$ cat src/rtl/wpd_pkg.sv
package wpd_pkg;

  // Sequencer position: how much of a command series has been seen
  typedef enum logic [2:0] {
    SQ_IDLE = 3'd0,
    SQ_K1   = 3'd1,  // first key byte seen
    SQ_K2   = 3'd2,  // second key byte seen
    SQ_OPEN = 3'd3,  // key complete, data writes pass
    SQ_X3   = 3'd4,  // extended series, third step seen
    SQ_X4   = 3'd5,
    SQ_X5   = 3'd6
  } seq_e;

  // Classified write: which command step, if any, a write could be
  typedef enum logic [2:0] {
    TK_NONE  = 3'd0,
    TK_AA_HI = 3'd1,
    TK_55_LO = 3'd2,
    TK_A0_HI = 3'd3,
    TK_80_HI = 3'd4,
    TK_20_HI = 3'd5,
    TK_10_HI = 3'd6
  } tok_e;

endpackage

$ cat src/rtl/wpd_rst_sync.sv
module wpd_rst_sync #(
  parameter int STAGES = 2
) (
  input  logic clk,
  input  logic arst_n,
  output logic srst_n
);

  logic [STAGES-1:0] sh_q;

  always_ff @(posedge clk or negedge arst_n) begin
    if (!arst_n) sh_q <= '0;
    else         sh_q <= {sh_q[STAGES-2:0], 1'b1};
  end

  assign srst_n = sh_q[STAGES-1];

endmodule

$ cat src/rtl/wpd_tok_class.sv
module wpd_tok_class
  import wpd_pkg::*;
#(
  parameter int                    MATCH_W = 15,
  parameter int                    DATA_W  = 8,
  parameter logic [MATCH_W-1:0]    ADDR_HI = 'h5555,
  parameter logic [MATCH_W-1:0]    ADDR_LO = 'h2AAA,
  parameter logic [DATA_W-1:0]     CMD_AA  = 'hAA,
  parameter logic [DATA_W-1:0]     CMD_55  = 'h55,
  parameter logic [DATA_W-1:0]     CMD_A0  = 'hA0,
  parameter logic [DATA_W-1:0]     CMD_80  = 'h80,
  parameter logic [DATA_W-1:0]     CMD_20  = 'h20,
  parameter logic [DATA_W-1:0]     CMD_10  = 'h10
) (
  input  logic [MATCH_W-1:0] addr,
  input  logic [DATA_W-1:0]  data,
  output tok_e               tok
);

  logic hit_hi;
  logic hit_lo;

  assign hit_hi = (addr == ADDR_HI);
  assign hit_lo = (addr == ADDR_LO);

  always_comb begin
    tok = TK_NONE;
    if (hit_hi) begin
      if      (data == CMD_AA) tok = TK_AA_HI;
      else if (data == CMD_A0) tok = TK_A0_HI;
      else if (data == CMD_80) tok = TK_80_HI;
      else if (data == CMD_20) tok = TK_20_HI;
      else if (data == CMD_10) tok = TK_10_HI;
    end else if (hit_lo && (data == CMD_55)) begin
      tok = TK_55_LO;
    end
  end

endmodule

$ cat src/rtl/wpd_prot_flag.sv
module wpd_prot_flag (
  input  logic clk,
  input  logic nv_rst_n,
  input  logic set_req,
  input  logic clr_req,
  output logic prot_q
);

  logic prot_d;
  logic prot_en;

  assign prot_en = set_req | clr_req;

  always_comb begin
    prot_d = prot_q;
    if (clr_req)      prot_d = 1'b0;
    else if (set_req) prot_d = 1'b1;
  end

  always_ff @(posedge clk or negedge nv_rst_n) begin
    if (!nv_rst_n)    prot_q <= 1'b0;
    else if (prot_en) prot_q <= prot_d;
  end

  AST_PROT_HOLDS: assert property (@(posedge clk) disable iff (!nv_rst_n)
    (!set_req && !clr_req) |=> $stable(prot_q));

  AST_SET_CLR_EXCL: assert property (@(posedge clk) disable iff (!nv_rst_n)
    set_req |-> !clr_req);

endmodule

$ cat src/rtl/wpd_seq_fsm.sv
module wpd_seq_fsm
  import wpd_pkg::*;
(
  input  logic clk,
  input  logic rst_n,
  input  logic wr_stb,
  input  tok_e tok,
  input  logic load_expire,
  input  logic prot_q,
  output logic set_prot,
  output logic clr_prot,
  output logic pass_q,
  output logic erase_q
);

  seq_e state_q, state_d, st_eff;
  logic pass_d, erase_d;
  logic prot_eff, plain_ok;

  // Expiry is taken first: it closes a window or drops a partial series,
  // and the write of the same cycle is judged from the resulting state.
  always_comb begin
    st_eff   = load_expire ? SQ_IDLE : state_q;
    set_prot = load_expire && (state_q == SQ_OPEN);
    prot_eff = prot_q | set_prot;
    plain_ok = !prot_eff;
    state_d  = st_eff;
    pass_d   = 1'b0;
    erase_d  = 1'b0;
    clr_prot = 1'b0;
    if (wr_stb) begin
      state_d = SQ_IDLE;
      pass_d  = plain_ok;
      case (st_eff)
        SQ_IDLE: if (tok == TK_AA_HI) begin
          state_d = SQ_K1; pass_d = 1'b0;
        end
        SQ_K1: if (tok == TK_55_LO) begin
          state_d = SQ_K2; pass_d = 1'b0;
        end
        SQ_K2: begin
          if (tok == TK_A0_HI) begin
            state_d = SQ_OPEN; pass_d = 1'b0;
          end else if (tok == TK_80_HI) begin
            state_d = SQ_X3; pass_d = 1'b0;
          end
        end
        SQ_OPEN: begin
          state_d = SQ_OPEN; pass_d = 1'b1;
        end
        SQ_X3: if (tok == TK_AA_HI) begin
          state_d = SQ_X4; pass_d = 1'b0;
        end
        SQ_X4: if (tok == TK_55_LO) begin
          state_d = SQ_X5; pass_d = 1'b0;
        end
        SQ_X5: begin
          if (tok == TK_20_HI) begin
            clr_prot = 1'b1; pass_d = 1'b0;
          end else if (tok == TK_10_HI) begin
            erase_d = plain_ok; pass_d = 1'b0;
          end
        end
        default: state_d = SQ_IDLE;
      endcase
    end
  end

  always_ff @(posedge clk or negedge rst_n) begin
    if (!rst_n) begin
      state_q <= SQ_IDLE;
      pass_q  <= 1'b0;
      erase_q <= 1'b0;
    end else begin
      state_q <= state_d;
      pass_q  <= pass_d;
      erase_q <= erase_d;
    end
  end

  AST_LOCKED_BLOCK: assert property (@(posedge clk) disable iff (!rst_n)
    pass_q |-> ($past(!prot_q) || ($past(state_q) == SQ_OPEN)));

  AST_ERASE_UNPROT: assert property (@(posedge clk) disable iff (!rst_n)
    erase_q |-> !prot_q);

  AST_ONE_ACTION: assert property (@(posedge clk) disable iff (!rst_n)
    $onehot0({pass_q, erase_q}));

  AST_LEAVE_IDLE: assert property (@(posedge clk) disable iff (!rst_n)
    ((state_q != SQ_IDLE) && $past(state_q == SQ_IDLE)) |-> $past(wr_stb));

endmodule

$ cat src/rtl/wprot_seq_decoder.sv
module wprot_seq_decoder
  import wpd_pkg::*;
#(
  parameter int ADDR_W      = 17,
  parameter int DATA_W      = 8,
  parameter int MATCH_W     = 15,
  parameter int SYNC_STAGES = 2
) (
  input  logic              clk,
  input  logic              rst_n,
  input  logic              nv_rst_n,
  input  logic              wr_stb,
  input  logic [ADDR_W-1:0] wr_addr,
  input  logic [DATA_W-1:0] wr_data,
  input  logic              load_expire,
  output logic              prot_on,
  output logic              pass_we,
  output logic              erase_req
);

  localparam int HI_W = ADDR_W - MATCH_W;

  logic rst_s_n, nv_s_n;
  logic set_prot, clr_prot, prot_q;
  tok_e tok;
  logic [HI_W-1:0] unused_addr_hi;

  assign unused_addr_hi = wr_addr[ADDR_W-1:MATCH_W];

  wpd_rst_sync #(.STAGES(SYNC_STAGES)) u_rs_soft (
    .clk(clk), .arst_n(rst_n), .srst_n(rst_s_n));

  wpd_rst_sync #(.STAGES(SYNC_STAGES)) u_rs_nv (
    .clk(clk), .arst_n(nv_rst_n), .srst_n(nv_s_n));

  wpd_tok_class #(.MATCH_W(MATCH_W), .DATA_W(DATA_W)) u_class (
    .addr(wr_addr[MATCH_W-1:0]), .data(wr_data), .tok(tok));

  wpd_seq_fsm u_fsm (
    .clk(clk), .rst_n(rst_s_n), .wr_stb(wr_stb), .tok(tok),
    .load_expire(load_expire), .prot_q(prot_q),
    .set_prot(set_prot), .clr_prot(clr_prot),
    .pass_q(pass_we), .erase_q(erase_req));

  wpd_prot_flag u_prot (
    .clk(clk), .nv_rst_n(nv_s_n), .set_req(set_prot), .clr_req(clr_prot),
    .prot_q(prot_q));

  assign prot_on = prot_q;

  AST_PROT_FALL: assert property (@(posedge clk) disable iff (!rst_s_n || !nv_s_n)
    $fell(prot_on) |-> $past(wr_stb));

  AST_PROT_RISE: assert property (@(posedge clk) disable iff (!rst_s_n || !nv_s_n)
    $rose(prot_on) |-> $past(load_expire));

endmodule

$ cat config.mk
export PLATFORM = sky130hd
export DESIGN_NAME = wprot_seq_decoder
export DESIGN_NICKNAME = d
export VERILOG_FILES = /design/src/rtl/wpd_pkg.sv /design/src/rtl/wpd_rst_sync.sv /design/src/rtl/wpd_tok_class.sv /design/src/rtl/wpd_prot_flag.sv /design/src/rtl/wpd_seq_fsm.sv /design/src/rtl/wprot_seq_decoder.sv
export SDC_FILE = /design/constraint.sdc
export NUM_CORES = 1
export LEC_CHECK = 0
export BUFFER_PORTS_ARGS = -buffer_cell sky130_fd_sc_hd__buf_2
export CORE_MARGIN = 1
export CORE_UTILIZATION = 49
export DETAILED_ROUTE_END_ITERATION = 6
export PLACE_DENSITY = 0.82
export SETUP_SLACK_MARGIN = 0.1
export SLEW_MARGIN = 15
export SYNTH_ARGS = -nofsm -noshare
export SYNTH_HDL_FRONTEND = slang
export SYNTH_SLANG_ARGS = --single-unit
$ cat constraint.sdc
create_clock -name clk -period 0.8 [get_ports clk]
set_input_delay 0.04 -clock clk [delete_from_list [all_inputs] [get_ports clk]]
set_output_delay 0.04 -clock clk [all_outputs]
set_load 0.005 [all_outputs]
==> impl_metrics.yaml, run 1 <==
routing:
  routed_wl_um: 4060
  drc: 0
  vias: 1173
  wl_per_cell_um: 25.2
  drt_iter0_markers: 127
  postRouteAntennaNets: 0
  via_per_inst: 7.29
  drt_first_pass_iters: 5
critical_path:
  cp-start-kind: "flop"
  worstSetupPathType: "reg -> reg"
  cp.required_ps: 950
  crit_path_cell_trace: "inv_2 -> a41oi_4 -> nand2_2 -> o22ai_1 -> or4b_1"
  worstPathMaxFanout: 4
  end_kind: "flop"
  critPathSlowestCell: "or4b_1"
  crit_arrival_ps: 1770
  cpPeakStageDelay_ps: 550
placement:
  gp_congestion: 0.885
  numPortBuffers: 30
  placed_cell_area_um2: 1140
  post-place-ws_ps: -809
  dpl.hpwl_um: 1750
layout:
  drive_gt1_share_pct: 58.2
  fillers: 36
  fin_area_um2: 1320
  diodes: 0
  nNetsFinal: 177
  final_core_util_pct: 95.3
  areaGrowthSynthToFinish_pct: 71.8
pwr:
  power.share.sequential_pct: 40.9
  power_mw: 1.32
  power_density_nw_per_um2: 1010
  p_int_mw: 0.950
  p_leak_nw: 0.604
  power_frac_clock_pct: 35.0
  power_frac_comb_pct: 24.1
  peakVddDrop_mv: 1.26
  p_switching_mw: 0.375
  switching_share_pct: 28.3
cts:
  ctsRootBufferMaster: "clkbuf_4"
  cts_made_buffers: 3
  cts_tree: "built"
  clk_pin_slew_ps: 80
  h-tree-depth: 1
  clk_latency_ps: 280
  clock_path_buffers: 2
  cts.sinks: 10
synthesis:
  synth_fa_ha_area_share_pct: 0
  synth-seq-area-share_pct: 32.6
  synth_simple_gate_area_share_pct: 42.4
  mappedNetlistArea_um2: 767
  synth_xor_area_share_pct: 1.14
  netlist_instances: 82
  synth_seq_cells: 10
  synth_compound_area_share_pct: 20.1
  synth_top_family_by_area: "simple AND/OR/NAND/NOR gates"
  syn_avg_cell_area_um2: 9.35
  ys_warn_count: 0
  ys_types: 41
  synthMuxAreaShare_pct: 1.31
timing:
  fin_crit_sh_pct: 203
  max_freq_mhz: 617
  period_minus_slack_ps: 1620
  setup_ws_ps: -821
  tns_ps: -3830
  hold_viol_final: 0
  slew_violations: 0
  setup_viol: 9
  rsz0062_at_grt: "true"
  fin_skew_ps: 16.3
global_routing:
  grt_pass1_wl_um: 4480
  grt_max_degree: 7
  grt_overflow_total: 0
  grtUsageTotal_pct: 33.5
  antenna_found_initial: 0
  grt_pass1_vias: 1006
floorplanning:
  fp.dieH_um: 41.6
  dieWidth_um: 41.6
  core_area_um2: 1380
  io_pins: 33
  initial_utilization_pct: 55.5
  dieArea_um2: 1730
  rows: 13
job:
  cap_violations: 0
outcome:
  status: "finished, violations left"
  failed_checks: "setup timing"
worst_hold_path:
  hold_class: "reg -> async"
[cell usage after synthesis (all sizes together)]
| cell | count | area share (%) |
|---|---|---|
| nand2b | 2 | 1.6 |
| and4b | 2 | 2.6 |
| inv | 4 | 2.0 |
| a21oi | 2 | 1.3 |
| or4b | 1 | 1.3 |
| and4bb | 1 | 1.6 |
| a221oi | 1 | 1.1 |
| nand2 | 6 | 2.9 |
| o22ai | 2 | 1.6 |
| o22a | 1 | 1.1 |
| nor4bb | 3 | 3.9 |
| o21ai | 3 | 2.0 |
| a31oi | 1 | 0.82 |
| nand3b | 1 | 0.98 |
| nor4 | 3 | 4.4 |
| mux2i | 1 | 1.3 |
| o2111a | 1 | 1.6 |
| conb | 1 | 0.49 |
| o21bai | 3 | 2.9 |
| xor2 | 1 | 1.1 |
| o211ai | 1 | 0.98 |
| dfrtp | 10 | 33 |
| o31ai | 1 | 0.98 |
| a41oi | 2 | 2.3 |
| nor2 | 9 | 4.4 |
| and4 | 1 | 1.1 |
| nand3 | 2 | 1.3 |
| and3b | 1 | 1.1 |
| nand4 | 3 | 3.3 |
| nor4b | 2 | 4.2 |
| nor2b | 1 | 0.82 |
| and3 | 1 | 0.82 |
| a22oi | 1 | 0.98 |
| nor3 | 3 | 2.6 |
| o211a | 1 | 1.3 |
| nor3b | 2 | 3.3 |
| a211oi | 1 | 0.98 |
[worst max-delay path: cells and delay by family (launching register included)]
family,cells,cell delay (ps)
flops,1,420
buf+inv,1,110
simple gates,2,710
compound gates,2,260
[routing by layer]
layer,part of all wire (%),GRT usage [%]
met5,0,0
met4,11,13.5
met3,14,10.9
met2,44,58.4
met1,32,37.2
[placed cells by master (no fill, tap or decap), types with 2 or more instances in the layout]
| master | count |
|---|---|
| buf_2 | 29 |
| buf_4 | 25 |
| nor2_1 | 9 |
| dfrtp_1 | 7 |
| nand2_1 | 5 |
| nor4_4 | 3 |
| inv_1 | 3 |
| nor4bb_1 | 3 |
| clkbuf_4 | 3 |
| buf_6 | 3 |
| dfrtp_2 | 3 |
| nor3b_2 | 2 |
| and4b_1 | 2 |
| nand4_1 | 2 |
| a21oi_1 | 2 |
| o21bai_1 | 2 |
| o21ai_0 | 2 |
| nor3_2 | 2 |
| o22ai_1 | 2 |
| dlygate4sd3_1 | 2 |
| conb_1 | 2 |
[layout make-up]
class	instances	area [µm²]	share of cell area, %
sequential	10	254	19.3
multi-input combinational	69	607	46.1
tap	15	18.8	1.42
clock buffer	4	36.3	2.75
timing repair buffer	59	387	29.3
inverter	4	15.0	1.14
[power by group through the flow]
| stage | clock [mW] | combinational (mW) | sequential (mW) |
|---|---|---|---|
| 6_report | 0.464 | 0.320 | 0.541 |
| 5_1_grt | 0.506 | 0.324 | 0.544 |
| 4_1_cts | 0.451 | 0.258 | 0.538 |
| 3_5_place_dp | 0 | 0.237 | 0.545 |
| 3_3_place_gp | 0 | 0.227 | 0.544 |
| 2_1_floorplan | 0 | 0.0787 | 0.543 |
[worst paths after layout]
| check | startpoint | endpoint | slack (ps) | cells past startpoint |
|---|---|---|---|---|
| setup / recovery | u_fsm.state_q[2]$_DFF_PN0_ | u_fsm.pass_q$_DFF_PN0_ | -820 | 5 |
| hold / removal | u_rs_nv.sh_q[1]$_DFF_PN0_ | u_prot.prot_q$_DFFE_PN0P_ | 9 | 0 |
| setup reg to reg | u_fsm.state_q[2]$_DFF_PN0_ | u_fsm.pass_q$_DFF_PN0_ | -820 | 5 |
| hold reg to reg | u_rs_nv.sh_q[1]$_DFF_PN0_ | u_prot.prot_q$_DFFE_PN0P_ | 9 | 0 |
| max in group asynchronous | u_rs_soft.sh_q[1]$_DFF_PN0_ | u_fsm.state_q[0]$_DFF_PN0_ | 490 | 0 |
| min in group clk | wr_stb | u_fsm.state_q[0]$_DFF_PN0_ | 230 | 4 |
[kinds of logic (layout without fill, tap and decap cells)]
family / after synthesis / in the layout
flops: 10 / 10
xor+xnor: 1 / 1
mux: 1 / 1
compound gates: 21 / 21
other cells: 1 / 2
simple gates: 44 / 44
buf+inv: 4 / 67
[per-stage QoR]
| step | std cells | hold slack [ps] |
|---|---|---|
| after floorplan | 83 | -256 |
| after global placement | 152 | -175 |
| after detailed placement | 152 | -173 |
| after CTS | 158 | 10.1 |
| after global routing | 161 | 14.2 |
| final | 161 | 8.90 |
[registers in the layout, indices dropped and copies added (netlist names)]
name,flops
u_fsm.state_q,3
u_fsm.erase_q,1
u_prot.prot_q,1
u_fsm.pass_q,1
u_rs_soft.sh_q,2
u_rs_nv.sh_q,2
[repair_timing]
action | CTS | global route
hold buffers | 2 | 0
pin swaps | 4 | 7
resized for setup | 10 | 8
setup endpoints to repair | 9 | 9
endpoints found under the hold margin | 4 | 0
setup buffers | 0 | 3
(Power assumes the default switching activity.)
==> run 2: changes to the inputs <==
--- a/config.mk
+++ b/config.mk
@@ -7,9 +7,9 @@
 export LEC_CHECK = 0
 export BUFFER_PORTS_ARGS = -buffer_cell sky130_fd_sc_hd__buf_2
 export CORE_MARGIN = 1
-export CORE_UTILIZATION = 49
+export CORE_UTILIZATION = 41
 export DETAILED_ROUTE_END_ITERATION = 6
-export PLACE_DENSITY = 0.82
+export PLACE_DENSITY = 0.73
 export SETUP_SLACK_MARGIN = 0.1
 export SLEW_MARGIN = 15
 export SYNTH_ARGS = -nofsm -noshare
==> constraint.sdc (replaced) <==
create_clock -name clk -period 1.45 [get_ports clk]
set_input_delay 0.0725 -clock clk [delete_from_list [all_inputs] [get_ports clk]]
set_output_delay 0.0725 -clock clk [all_outputs]
set_load 0.005 [all_outputs]
==> impl_metrics.yaml, run 2 (synthesis results as in run 1) <==
critical_path:
  reg2reg_depth: 4
  worstReg2RegStart: "u_fsm.state_q[0]$_DFF_PN0_"
  worstSetupPathType: "reg -> reg"
  r2r-end: "u_fsm.pass_q$_DFF_PN0_"
  cp-start-kind: "flop"
  crit_arrival_ps: 1700
  reg2reg_slack_ps: -40
  cp.required_ps: 1660
  worstPathMaxFanout: 6
  end_kind: "flop"
global_routing:
  use_met2_pct: 46.7
  grt_pass1_vias: 945
  grt_pass1_wl_um: 3920
  use_met1_pct: 29.9
  grt_overflow_total: 0
  grtUsageTotal_pct: 27.3
  gr-max-usage-layer: "met2"
  antenna_found_initial: 0
  grt_max_degree: 7
  met3_usage_pct: 10.8
timing:
  setup_viol: 1
  rsz0062_at_grt: "true"
  max_freq_mhz: 671
  hold_viol_final: 0
  setup_ws_ps: -40.0
  period_minus_slack_ps: 1490
  fin_crit_sh_pct: 103
  slew_violations: 0
  fin_skew_ps: 4.45
layout:
  regMostFlops: "u_fsm.state_q"
  largest_register_ffs: 3
  top_regs: "u_fsm.state_q (3), u_rs_nv.sh_q (2), u_rs_soft.sh_q (2)"
  nNetsFinal: 173
  seq_area_um2: 253
  multi_input_area_um2: 562
  fillers: 134
  final_cell_mix: "buf_2, buf_4, nor2_1"
  final_common_cell: "buf_2"
  layout.cells.non_filler: 167
  diodes: 0
  areaGrowthSynthToFinish_pct: 62.2
  fin_area_um2: 1240
  drive_gt1_share_pct: 53.5
routing:
  vias: 1008
  drt_iter0_markers: 27
  wl_per_cell_um: 16.6
  drt_first_pass_iters: 4
  via_per_inst: 6.04
  postRouteAntennaNets: 0
  routed_wl_um: 2770
  drc: 0
floorplanning:
  fp.dieH_um: 45.3
  rows: 15
  dieArea_um2: 2050
  dieWidth_um: 45.3
  core_area_um2: 1750
  initial_utilization_pct: 43.9
  io_pins: 33
placement:
  dpl.hpwl_um: 1680
  gp_congestion: 0.806
  placed_cell_area_um2: 1060
  dp.cells: 152
  numPortBuffers: 30
cts:
  cts_made_buffers: 3
  clk_latency_ps: 270
  h-tree-depth: 1
  clock_path_buffers: 2
  ctsRootBufferMaster: "clkbuf_4"
  clk_pin_slew_ps: 60
  cts.sinks: 10
  cts_tree: "built"
outcome:
  failed_checks: "setup timing"
  status: "finished, violations left"
pwr:
  p_leak_nw: 0.569
  power_density_nw_per_um2: 541
  peakVddDrop_mv: 0.621
job:
  cap_violations: 0
worst_hold_path:
  hold_class: "reg -> async"
## run 2: changes by cell type in the layout (fill, tap and decap cells not counted), moves of 2 or more
cell | before | now
buf_4 | 25 | 22
buf_6 | 3 | 1
nor4_2 | 0 | 2
nor4_4 | 3 | 1
## run 2: worst max path at each step
stage                               start                      to  slack, ps
6_report       u_fsm.state_q[0]$_DFF_PN0_  u_fsm.pass_q$_DFF_PN0_        -40
3_3_place_gp                   wr_data[1]  u_fsm.pass_q$_DFF_PN0_       -200
5_1_grt                        wr_data[1]  u_fsm.pass_q$_DFF_PN0_       -160
4_1_cts        u_fsm.state_q[1]$_DFF_PN0_  u_fsm.pass_q$_DFF_PN0_        -20
2_1_floorplan  u_fsm.state_q[2]$_DFF_PN0_  u_fsm.pass_q$_DFF_PN0_         30
3_5_place_dp                   wr_data[1]  u_fsm.pass_q$_DFF_PN0_       -210
## run 2: stage by stage
step           total power [mW]  hold slack (ps)  TNS [ps]  setup slack, ps  utilization [%]
6_report                  0.673             3.33     -40.0            -40.0             71.3
5_1_grt                   0.706             13.7      -184             -164             71.3
4_1_cts                   0.666             3.58     -25.0            -25.0             69.5
3_5_place_dp              0.419             -142      -273             -211             61.0
3_3_place_gp              0.415             -143      -257             -201             61.0
2_1_floorplan             0.342             -223         0             31.1                -
## run 2: area by class of cell
class	count	share of cell area, %
multi-input combinational	69	45.2
timing repair buffer	55	27.9
sequential	10	20.3
clock buffer	4	2.92
tap	25	2.52
inverter	4	1.21
## run 2: critical path, stage by stage (launching register included)
cell      delay [ps]
dfrtp_2          470
nor4_2           390
nand2_2          130
a211oi_1         290
or4b_1           160
## run 2: metal layers
layer / wire, µm / share of wire (%) / vias to the layer above
li1: - / - / 446
met3: 199 / 7.2 / 17
met5: 0 / 0 / -
met2: 1390 / 50 / 62
met4: 92 / 3.3 / 0
met1: 1090 / 39 / 483
## run 2: power by group
part	total, mW	internal [mW]	switching (mW)	leakage, nW
registers	0.298	0.289	0.00931	0.124
logic	0.133	0.0673	0.0652	0.424
clock network	0.243	0.152	0.0903	0.0210
total	0.673	0.509	0.165	0.569
## run 2: repair_timing
action,4_1_cts,5_1_grt
setup buffers,8,1
hold buffers,2,0
hold endpoints to repair,4,0
resized for setup,7,5
pin swaps,3,4
endpoints found under the setup margin,2,4
